**src/rtl/serial_rx_pkg.sv**
```systemverilog
package serial_rx_pkg;
  localparam int RX_BASE_BITS = 8;
  localparam int RX_MAX_BITS  = RX_BASE_BITS + 1;
  localparam int RX_IDX_W     = $clog2(RX_MAX_BITS);

  typedef enum logic [1:0] {
    ST_HUNT  = 2'd0,
    ST_START = 2'd1,
    ST_DATA  = 2'd2,
    ST_STOP  = 2'd3
  } rx_state_e;

  typedef struct packed {
    logic [RX_MAX_BITS-1:0] bits;
    logic                   stop_ok;
    logic                   noisy;
  } rx_frame_t;
endpackage

```
**src/rtl/rx_line_sync.sv**
```systemverilog
module rx_line_sync #(
  parameter int STAGES = 2
) (
  input  logic clk,
  input  logic rst_n,
  input  logic din,
  output logic dout
);
  logic [STAGES-1:0] chain_q;

  generate
    for (genvar g = 0; g < STAGES; g++) begin : g_stage
      if (g == 0) begin : g_first
        always_ff @(posedge clk or negedge rst_n) begin
          if (!rst_n) chain_q[g] <= 1'b1;
          else        chain_q[g] <= din;
        end
      end else begin : g_next
        always_ff @(posedge clk or negedge rst_n) begin
          if (!rst_n) chain_q[g] <= 1'b1;
          else        chain_q[g] <= chain_q[g-1];
        end
      end
    end
  endgenerate

  assign dout = chain_q[STAGES-1];
endmodule

```
**src/rtl/rx_vote_unit.sv**
```systemverilog
module rx_vote_unit #(
  parameter int OVS = 16,
  parameter int CW  = $clog2(OVS + 1)
) (
  input  logic          clk,
  input  logic          rst_n,
  input  logic          tick,
  input  logic          in_bit,
  input  logic [CW-1:0] rt,
  input  logic          line,
  output logic          vote_stb,
  output logic          vote,
  output logic          split
);
  localparam int P_A = OVS / 2;
  localparam int P_B = P_A + 1;
  localparam int P_C = P_A + 2;

  logic samp_a_q, samp_b_q;

  always_ff @(posedge clk or negedge rst_n) begin
    if (!rst_n) begin
      samp_a_q <= 1'b1;
      samp_b_q <= 1'b1;
    end else if (tick && in_bit) begin
      if (rt == CW'(P_A)) samp_a_q <= line;
      if (rt == CW'(P_B)) samp_b_q <= line;
    end
  end

  assign vote_stb = tick && in_bit && (rt == CW'(P_C));
  assign vote     = (samp_a_q & samp_b_q) | (samp_a_q & line) | (samp_b_q & line);
  assign split    = !((samp_a_q == samp_b_q) && (samp_b_q == line));

  // the vote is only taken while a bit is being received
  assert_vote_inside_bit_R1: assert property (@(posedge clk) disable iff (!rst_n)
    vote_stb |-> in_bit);
endmodule

```
**src/rtl/rx_framer.sv**
```systemverilog
module rx_framer
  import serial_rx_pkg::*;
#(
  parameter int OVS = 16,
  parameter int CW  = $clog2(OVS + 1)
) (
  input  logic          clk,
  input  logic          rst_n,
  input  logic          tick,
  input  logic          line,
  input  logic          len9,
  input  logic          vote_stb,
  input  logic          vote,
  input  logic          split,
  output logic [CW-1:0] rt,
  output logic          in_bit,
  output logic          busy,
  output logic          done,
  output rx_frame_t     frame
);
  rx_state_e               state_q;
  logic [CW-1:0]           rt_q;
  logic [RX_IDX_W-1:0]     idx_q;
  logic [RX_MAX_BITS-1:0]  shreg_q;
  logic                    noisy_q;
  logic                    len9_q;
  logic                    prev_line_q;
  logic                    done_q;
  rx_frame_t               frame_q;
  logic [RX_IDX_W-1:0]     last_idx;
  logic                    bit_end;

  assign last_idx = len9_q ? RX_IDX_W'(RX_MAX_BITS - 1) : RX_IDX_W'(RX_BASE_BITS - 1);
  assign bit_end  = (rt_q == CW'(OVS));

  always_ff @(posedge clk or negedge rst_n) begin
    if (!rst_n) begin
      state_q     <= ST_HUNT;
      rt_q        <= '0;
      idx_q       <= '0;
      shreg_q     <= '0;
      noisy_q     <= 1'b0;
      len9_q      <= 1'b0;
      prev_line_q <= 1'b1;
      done_q      <= 1'b0;
      frame_q     <= '0;
    end else begin
      done_q <= 1'b0;
      if (tick) begin
        prev_line_q <= line;
        if (state_q != ST_HUNT) rt_q <= bit_end ? CW'(1) : rt_q + CW'(1);
        unique case (state_q)
          ST_HUNT: begin
            if (prev_line_q && !line) begin
              state_q <= ST_START;
              rt_q    <= CW'(2);
              idx_q   <= '0;
              shreg_q <= '0;
              noisy_q <= 1'b0;
              len9_q  <= len9;
            end
          end
          ST_START: begin
            if (vote_stb) begin
              if (vote) state_q <= ST_HUNT;
              else      noisy_q <= split;
            end else if (bit_end) begin
              state_q <= ST_DATA;
            end
          end
          ST_DATA: begin
            if (vote_stb) begin
              shreg_q[idx_q] <= vote;
              noisy_q        <= noisy_q | split;
            end else if (bit_end) begin
              if (idx_q == last_idx) state_q <= ST_STOP;
              else                   idx_q   <= idx_q + 1'b1;
            end
          end
          ST_STOP: begin
            if (vote_stb) begin
              state_q         <= ST_HUNT;
              done_q          <= 1'b1;
              frame_q.bits    <= shreg_q;
              frame_q.stop_ok <= vote;
              frame_q.noisy   <= noisy_q | split;
            end
          end
          default: state_q <= ST_HUNT;
        endcase
      end
    end
  end

  // In HUNT, rt_q still holds its old value; the edge strobe itself is count 1.
  assign rt     = (state_q == ST_HUNT) ? CW'(1) : rt_q;
  assign in_bit = (state_q != ST_HUNT);
  assign busy   = (state_q != ST_HUNT);
  assign done   = done_q;
  assign frame  = frame_q;

  // the sample counter stays inside one bit period while receiving
  assert_rt_in_range_R1: assert property (@(posedge clk) disable iff (!rst_n)
    (state_q != ST_HUNT) |-> (rt_q >= CW'(1) && rt_q <= CW'(OVS)));
  // a high start vote aborts the frame
  assert_false_start_abort_R2: assert property (@(posedge clk) disable iff (!rst_n)
    (state_q == ST_START && vote_stb && vote) |=> (state_q == ST_HUNT && !done_q));
  // busy ends right after the stop vote
  assert_busy_ends_at_stop_R11: assert property (@(posedge clk) disable iff (!rst_n)
    (state_q == ST_STOP && vote_stb) |=> (!busy && done_q));
endmodule

```
**src/rtl/rx_result_reg.sv**
```systemverilog
module rx_result_reg
  import serial_rx_pkg::*;
#(
  parameter int OVS = 16
) (
  input  logic                   clk,
  input  logic                   rst_n,
  input  logic                   tick,
  input  logic                   line,
  input  logic                   busy,
  input  logic                   len9,
  input  logic                   sleep_req,
  input  logic                   rd_ready,
  input  logic                   done,
  input  rx_frame_t              frame,
  output logic                   valid,
  output logic [RX_MAX_BITS-1:0] data,
  output logic                   fe,
  output logic                   ovr,
  output logic                   noise
);
  localparam int IDLE_LONG  = (RX_MAX_BITS + 2) * OVS;
  localparam int IDLE_SHORT = (RX_BASE_BITS + 2) * OVS;
  localparam int IW         = $clog2(IDLE_LONG + 1);

  logic                   standby_q;
  logic [IW-1:0]          idle_q;
  logic [IW-1:0]          idle_limit;
  logic                   valid_q, fe_q, ovr_q, noise_q;
  logic [RX_MAX_BITS-1:0] data_q;
  logic                   room;

  assign idle_limit = len9 ? IW'(IDLE_LONG - 1) : IW'(IDLE_SHORT - 1);
  assign room       = !valid_q || rd_ready;

  always_ff @(posedge clk or negedge rst_n) begin
    if (!rst_n) begin
      standby_q <= 1'b0;
      idle_q    <= '0;
    end else if (sleep_req) begin
      standby_q <= 1'b1;
      idle_q    <= '0;
    end else if (standby_q && tick) begin
      if (!line) begin
        idle_q <= '0;
      end else if (!busy) begin
        if (idle_q == idle_limit) begin
          standby_q <= 1'b0;
          idle_q    <= '0;
        end else begin
          idle_q <= idle_q + 1'b1;
        end
      end
    end
  end

  always_ff @(posedge clk or negedge rst_n) begin
    if (!rst_n) begin
      valid_q <= 1'b0;
      fe_q    <= 1'b0;
      ovr_q   <= 1'b0;
      noise_q <= 1'b0;
      data_q  <= '0;
    end else begin
      if (rd_ready) begin
        valid_q <= 1'b0;
        fe_q    <= 1'b0;
        ovr_q   <= 1'b0;
        noise_q <= 1'b0;
      end
      if (done) begin
        if (standby_q) begin
          data_q <= frame.bits;
        end else if (!room) begin
          ovr_q <= 1'b1;
        end else begin
          data_q  <= frame.bits;
          valid_q <= 1'b1;
          fe_q    <= !frame.stop_ok;
          noise_q <= frame.noisy;
        end
      end
    end
  end

  assign valid = valid_q;
  assign data  = data_q;
  assign fe    = fe_q;
  assign ovr   = ovr_q;
  assign noise = noise_q;

  // a dropped frame leaves the stored character untouched
  assert_overrun_keeps_data_R9: assert property (@(posedge clk) disable iff (!rst_n)
    (done && !standby_q && valid_q && !rd_ready) |=> ($stable(data_q) && ovr_q && valid_q));
  // frames in standby never raise the full flag
  assert_standby_silent_R12: assert property (@(posedge clk) disable iff (!rst_n)
    (done && standby_q && !valid_q && !sleep_req) |=> !valid_q);
  // a break yields a framed, zeroed, full register
  assert_break_result_R6: assert property (@(posedge clk) disable iff (!rst_n)
    (done && !standby_q && room && frame.bits == '0 && !frame.stop_ok)
      |=> (fe_q && valid_q && data_q == '0));
  // a read with no completing frame leaves everything clear
  assert_read_clears_R10: assert property (@(posedge clk) disable iff (!rst_n)
    (rd_ready && !done) |=> (!valid_q && !fe_q && !ovr_q && !noise_q));
endmodule

```
**src/rtl/serial_rx_ovs.sv**
```systemverilog
module serial_rx_ovs
  import serial_rx_pkg::*;
#(
  parameter int OVS         = 16,
  parameter int SYNC_STAGES = 2
) (
  input  logic       clk,
  input  logic       rst_n,
  input  logic       rxd,
  input  logic       smp_tick,
  input  logic       len9,
  input  logic       sleep_req,
  input  logic       rie,
  input  logic       rd_ready,
  output logic       rd_valid,
  output logic [7:0] rd_data,
  output logic       rd_bit8,
  output logic       err_frame,
  output logic       err_overrun,
  output logic       err_noise,
  output logic       rx_busy,
  output logic       irq
);
  localparam int CW = $clog2(OVS + 1);

  logic                   line_s;
  logic [CW-1:0]          rt;
  logic                   in_bit;
  logic                   vote_stb, vote, split;
  logic                   busy, done;
  rx_frame_t              frame;
  logic                   valid;
  logic [RX_MAX_BITS-1:0] data;

  rx_line_sync #(.STAGES(SYNC_STAGES)) u_sync (
    .clk(clk), .rst_n(rst_n), .din(rxd), .dout(line_s)
  );

  rx_vote_unit #(.OVS(OVS), .CW(CW)) u_vote (
    .clk(clk), .rst_n(rst_n), .tick(smp_tick), .in_bit(in_bit), .rt(rt),
    .line(line_s), .vote_stb(vote_stb), .vote(vote), .split(split)
  );

  rx_framer #(.OVS(OVS), .CW(CW)) u_framer (
    .clk(clk), .rst_n(rst_n), .tick(smp_tick), .line(line_s), .len9(len9),
    .vote_stb(vote_stb), .vote(vote), .split(split), .rt(rt), .in_bit(in_bit),
    .busy(busy), .done(done), .frame(frame)
  );

  rx_result_reg #(.OVS(OVS)) u_result (
    .clk(clk), .rst_n(rst_n), .tick(smp_tick), .line(line_s), .busy(busy),
    .len9(len9), .sleep_req(sleep_req), .rd_ready(rd_ready), .done(done),
    .frame(frame), .valid(valid), .data(data), .fe(err_frame),
    .ovr(err_overrun), .noise(err_noise)
  );

  assign rd_valid = valid;
  assign rd_data  = data[RX_BASE_BITS-1:0];
  assign rd_bit8  = data[RX_MAX_BITS-1];
  assign rx_busy  = busy;
  assign irq      = rie & valid;

  // a read with interrupts enabled drops the request on the next cycle
  assert_irq_drops_on_read_R5: assert property (@(posedge clk) disable iff (!rst_n)
    (rd_ready && !done && rie && $stable(rie)) |=> !irq);
endmodule

```
**config.mk**
```make
export PLATFORM = sky130hd
export DESIGN_NAME = serial_rx_ovs
export DESIGN_NICKNAME = d
export VERILOG_FILES = /design/src/rtl/serial_rx_pkg.sv /design/src/rtl/rx_line_sync.sv /design/src/rtl/rx_vote_unit.sv /design/src/rtl/rx_framer.sv /design/src/rtl/rx_result_reg.sv /design/src/rtl/serial_rx_ovs.sv
export SDC_FILE = /design/constraint.sdc
export NUM_CORES = 1
export LEC_CHECK = 0
export ABC_AREA = 1
export BUFFER_PORTS_ARGS = -buffer_cell sky130_fd_sc_hd__buf_2
export CORE_MARGIN = 8
export CORE_UTILIZATION = 60
export DETAILED_ROUTE_END_ITERATION = 8
export PLACE_DENSITY = 0.79
export SLEW_MARGIN = 20
export SYNTH_ARGS = -nofsm -noshare
export SYNTH_HDL_FRONTEND = slang
export SYNTH_SLANG_ARGS = --single-unit
```
**constraint.sdc**
```tcl
create_clock -name clk -period 2.7 [get_ports clk]
set_input_delay 0.54 -clock clk [delete_from_list [all_inputs] [get_ports clk]]
set_output_delay 0.54 -clock clk [all_outputs]
set_load 0.005 [all_outputs]
```
; Word-level counts from Yosys, hierarchy flattened
; Cells that the tools add are included.
; Widths: inputs -> output; s select.
[op_classes]
order_cmp = 2
div = 0
eq_ne = 24
n_shift = 0
reduce_logical = 30
n_addsub = 3
mux = 63
mul = 0
bitwise = 7
[op_table]
columns = operator, n
row1 = $mux 8, 5
row2 = $mux 9, 4
row3 = $mux 1, 29
row4 = $mux 5, 5
row5 = $mux 4, 5
row6 = $pmux 9 s2, 1
row7 = $mux 2, 8
row8 = $eq 5x4->1 const B, 3
row9 = $ne 2x1->1 const B, 6
row10 = $reduce_and 6->1, 2
row11 = $reduce_bool 2->1, 6
row12 = $bwmux 9, 1
row13 = $add 8x1->8 const B, 1
row14 = $eq 8x8->1, 1
row15 = $ne 2x2->1 const B, 4
row16 = $pmux 2 s4, 1
row17 = $pmux 4 s2, 1
row18 = $reduce_and 2->1, 4
row19 = $reduce_and 4->1, 2
row20 = $reduce_and 8->1, 1
row21 = $logic_and 1x1->1, 6
row22 = $mux 6, 1
row23 = $ne 3x3->1 const B, 2
row24 = $reduce_and 3->1, 2
row25 = other kinds (18), 28
[word_totals]
ff_bits = 61
latchBits = 0
ram_bits = 0
inputBits = 8
memories = 0
romBits = 0
out_inout_bits = 15

; Longest topological paths before layout
[depth]
word_depth = 7
mapped_depth = 13

; Hierarchy
; A second synthesis with hierarchy kept.
[unflattened]
hier_cells = 396
area_unflattened_um2 = 3203.1
[by_module_without_submodules]
columns = module, area_each_um2, instances, seq_area_each_um2, cells_per_inst
row1 = rx_framer, 1861.8, 1, 877.1, 230
row2 = rx_result_reg, 1096.1, 1, 550.5, 136
row3 = rx_vote_unit, 185.2, 1, 52.6, 26
row4 = rx_line_sync, 52.6, 1, 52.6, 2
row5 = serial_rx_ovs, 7.5, 1, 0.0, 2

; Least setup slack after synthesis
; OpenSTA, ideal clock, no wires.
[synth_path]
kind = register -> register
from = register u_framer.state_q[0]
to = register u_framer.shreg_q[7]
path_stages_with_launch = 13
setup_ps = 117
setup_slack_ps = 1003
arrival_ps = 1580
cell_sequence = dfrtp_1 -> inv_1 -> ha_1 -> nor2_1 -> nand2_1 -> nor2_1 -> nand2_4 -> nand2_4 -> nand2_4 -> nor2_4 -> o21ai_1 -> nand2_1 -> nand2_1
[synth_between]
elab_chain_len = 6
[synth_rtl]
columns = item, line_no
row1 = from (decl), rx_framer.sv:21  ; rx_state_e state_q;
row2 = from (signal assigned), rx_framer.sv:38  ; state_q <= ST_HUNT;
row3 = from (signal assigned), rx_framer.sv:55  ; state_q <= ST_START;
row4 = from (signal assigned), rx_framer.sv:65  ; if (vote) state_q <= ST_HUNT;
row5 = $logic_not 2->1, "rx_framer.sv:52, rx_framer.sv:96"
row6 = $mux 5, rx_framer.sv:96  ; assign rt = (state_q == ST_HUNT) ? CW'(1) : rt_q;
row7 = $eq 5x4->1, rx_vote_unit.sv:31  ; assign vote_stb = tick && in_bit && (rt == CW'(P_C));
row8 = $logic_and 1x1->1, rx_vote_unit.sv:31
row9 = $ne 2x1->1 (no line), n/a
row10 = $reduce_and 4->1 (no line), n/a
row11 = "to (signal, indexed assignment)", rx_framer.sv:73  ; shreg_q[idx_q] <= vote;
row12 = to (decl), rx_framer.sv:24  ; logic [RX_MAX_BITS-1:0] shreg_q;
; Several ways; a longest one is shown, not always the timed one.
; A chain may end at the register's enable or synchronous reset.

; Worst setup path after layout
[layout_path]
from = register u_framer.state_q[0]
to = register u_framer.frame_q, in the netlist u_framer.frame[1]
[layout_between]
elab_chain_len = 5
[layout_rtl]
columns = item, line_no
row1 = $logic_not 2->1, rx_framer.sv:96
row2 = $mux 5, rx_framer.sv:96
row3 = $eq 5x4->1, rx_vote_unit.sv:31
row4 = $logic_and 1x1->1, rx_vote_unit.sv:31
row5 = $reduce_and 3->1 (no line) (*), n/a
row6 = to (decl), rx_framer.sv:29  ; rx_frame_t frame_q;
; Mark *: on every way between the ends. The rest lies on a longest branch, timed or not.

==> metrics.csv <==
metric,value,unit
post-DP HPWL,4.373,mm
Worst Tran Pin Value,0.6132,ns
CTS hold repair buffers,0,
max-cap viol count,0,
Gate Count Post-Synth,377,
TritonCTS clock tree,built,
FILL cells,408,
Fmax,503.9,MHz
final hold violation count,0,
drt drc,0,
RSZ-0062 raised after global routing,no,
syn_area_per_cell,8.344,sq um
Power per Cell Area,792.0,nW/um^2
"Top FF cell, synth",dfrtp_1,
total power,0.002786,W
fin worst setup slack,0.7154,ns
type of the tightest min-delay check,in2async,
Port Buffers,22,
die width,88.41,um
die area,7815,sq um
VDD IR max,0.5037,mV
Detailed Route WL,5.769,mm
Die Y,88.41,um
flip-flop and latch area,1533,sq um
vias per cell,5.172,
Area Overhead vs Synth,11.85,%
Clock Sink Count,61,
total gr overflow,0,
clk root buf,clkbuf_8,
CTS H-Tree Depth,3,
antenna cells,0,
"commonest cells after routing, fill and taps aside","nand2_1 (94), dfrtp_1 (56), inv_1 (47)",
num rows,26,
Post-synth EDFFs,0,
WS Path Type,reg2reg,
Nets,429,
gp weighted congestion,0.8276,
minimum clock period,1.985,ns
IO Count,23,
first-pass GRT wire length,9.970,mm
Core ar.,5075,sq um
WP data arrival,2.19,ns
Final Core Density,69.33,%
total track usage,16.35,%
fraction of layout cells with a size suffix above 1,16.99,%
initial antenna violation count,0,
total iterations of the first detailed-routing run,4,
Hold Slack,0.2161,ns
crit share post-route,73.51,%
vias in the first global route,2299,
ANT nets after route,0,
cell area after synthesis,3146,sq um
Leak,1.848,nW
post-CTS resize count,0,
syn nets,399,
Critical Path RT,2.91,ns
area of the multi-input gates,1381,sq um
clk_skew,0.004031,ns
Yosys reg bits,61,
"CTS clk-pin slew, worst paths",0.06,ns
"commonest non-fill, non-tap cell in the layout",nand2_1,
Setup WS pre-CTS,0.7394,ns
drt wl/cell,11.97,um
Crit. End Element,flip-flop,
Post-CTS Setup Bufs,0,
largest net degree at the start of global routing,30,
total CTS buffers,9,
Synth async-reset ratio,100.0,%
Max-slew headroom,59.12,%
post-synthesis sequential area ratio,48.73,%
Clock Tree Buf Depth,2,
Setup TNS,0,ns
CP Max Fanout,15,
post-synthesis cell type count,32,
count of final setup violators,0,
Initial Util,61.98,%
Final Max Slew Viols,0,
clk_lat worst skew,0.33,ns
First DRT Iteration DRCs,99,
vias,2493,
status,finished clean,
crit start category,flip-flop,
synth warn,0,
==> cell usage after synthesis (6+ instances only) <==
| cell type | n | share of area [%] |
|---|---|---|
| a21oi_1 | 8 | 1.3 |
| dfrtp_1 | 56 | 45 |
| ha_1 | 14 | 5.6 |
| inv_1 | 47 | 5.6 |
| inv_2 | 6 | 0.72 |
| mux2_2 | 7 | 2.5 |
| nand2_1 | 94 | 11 |
| nand3_1 | 31 | 4.9 |
| nor2_1 | 32 | 3.8 |
| nor3_1 | 10 | 1.6 |
| o21ai_0 | 22 | 3.5 |
| o21ai_1 | 10 | 1.6 |
==> layer usage <==
| layer | part of all wire [%] | wire length [um] | global-route usage (%) | vias up |
|---|---|---|---|---|
| li1 | - | - | - | 1283 |
| met1 | 46 | 2662 | 20.13 | 1145 |
| met2 | 46 | 2659 | 25.80 | 53 |
| met3 | 5.7 | 326 | 4.643 | 12 |
| met4 | 2.1 | 121 | 7.834 | 0 |
| met5 | 0 | 0 | 0 | - |
==> path summary, 6_finish.rpt <==
path	startpoint	end	slack (ns)	cells after the start
hold reg to reg	u_sync.chain_q[0]	u_sync.dout	0.37	0
min in group clk	rxd	u_sync.chain_q[0]	0.31	1
hold / removal	rst_n	u_framer.idx_q[3]	0.22	1
setup / recovery	u_framer.state_q[0]	u_framer.frame[1]	0.72	10
max in group asynchronous	rst_n	u_result.data[4]	1.79	2
setup reg to reg	u_framer.state_q[0]	u_framer.frame[1]	0.72	10
==> report_power, final <==
part	total [W]	internal, W	switching, W
registers	0.00115	0.00103	0.000121
logic	0.000847	0.000282	0.000565
clock network	0.000787	0.000449	0.000339
==> area by class of cell <==
type                    instances  share of cell area, %
clock buffers                  12                  4.125
clock inverters                 4                  1.351
inverters                      53                  5.654
multi-input cells             258                  39.26
flip-flops and latches         61                  43.56
well taps                      70                  2.489
repair buffers                 24                  3.556
==> worst max-delay path, stage by stage (launching register included) <==
cell and delay (ns):
dfrtp_1 0.46, inv_1 0.10, ha_1 0.26, inv_2 0.15, nand3_2 0.11, nor2_4 0.14
nand2_4 0.09, nor2_4 0.26, inv_2 0.14, nand2_1 0.07, o21ai_0 0.07
==> sequential cells by signal, summed over array words and instances, names as in the netlist, 4 cells and up, named ones only <==
register,cells
u_framer.frame,11
u_framer.idx_q,4
u_framer.rt_q,5
u_framer.shreg_q,9
u_result.data,9
u_result.idle_q,8
==> through the flow <==
stage | area, sq um | std cells
floorplan | 3146 | 377
global placement | 3326 | 466
detailed placement | 3326 | 466
CTS | 3518 | 482
global route | 3518 | 482
finish | 3518 | 482
==> cell families after synthesis <==
family / synth area share (%)
and+or+nand+nor: 27.61
DFF: 48.73
buffers and inverters: 7.359
AOI/OAI and AO/OA: 7.956
adders and majority gates: 5.569
muxes: 2.506
xor gates and xnor gates: 0.2785
Note: power is estimated with default switching activity, not from simulation.
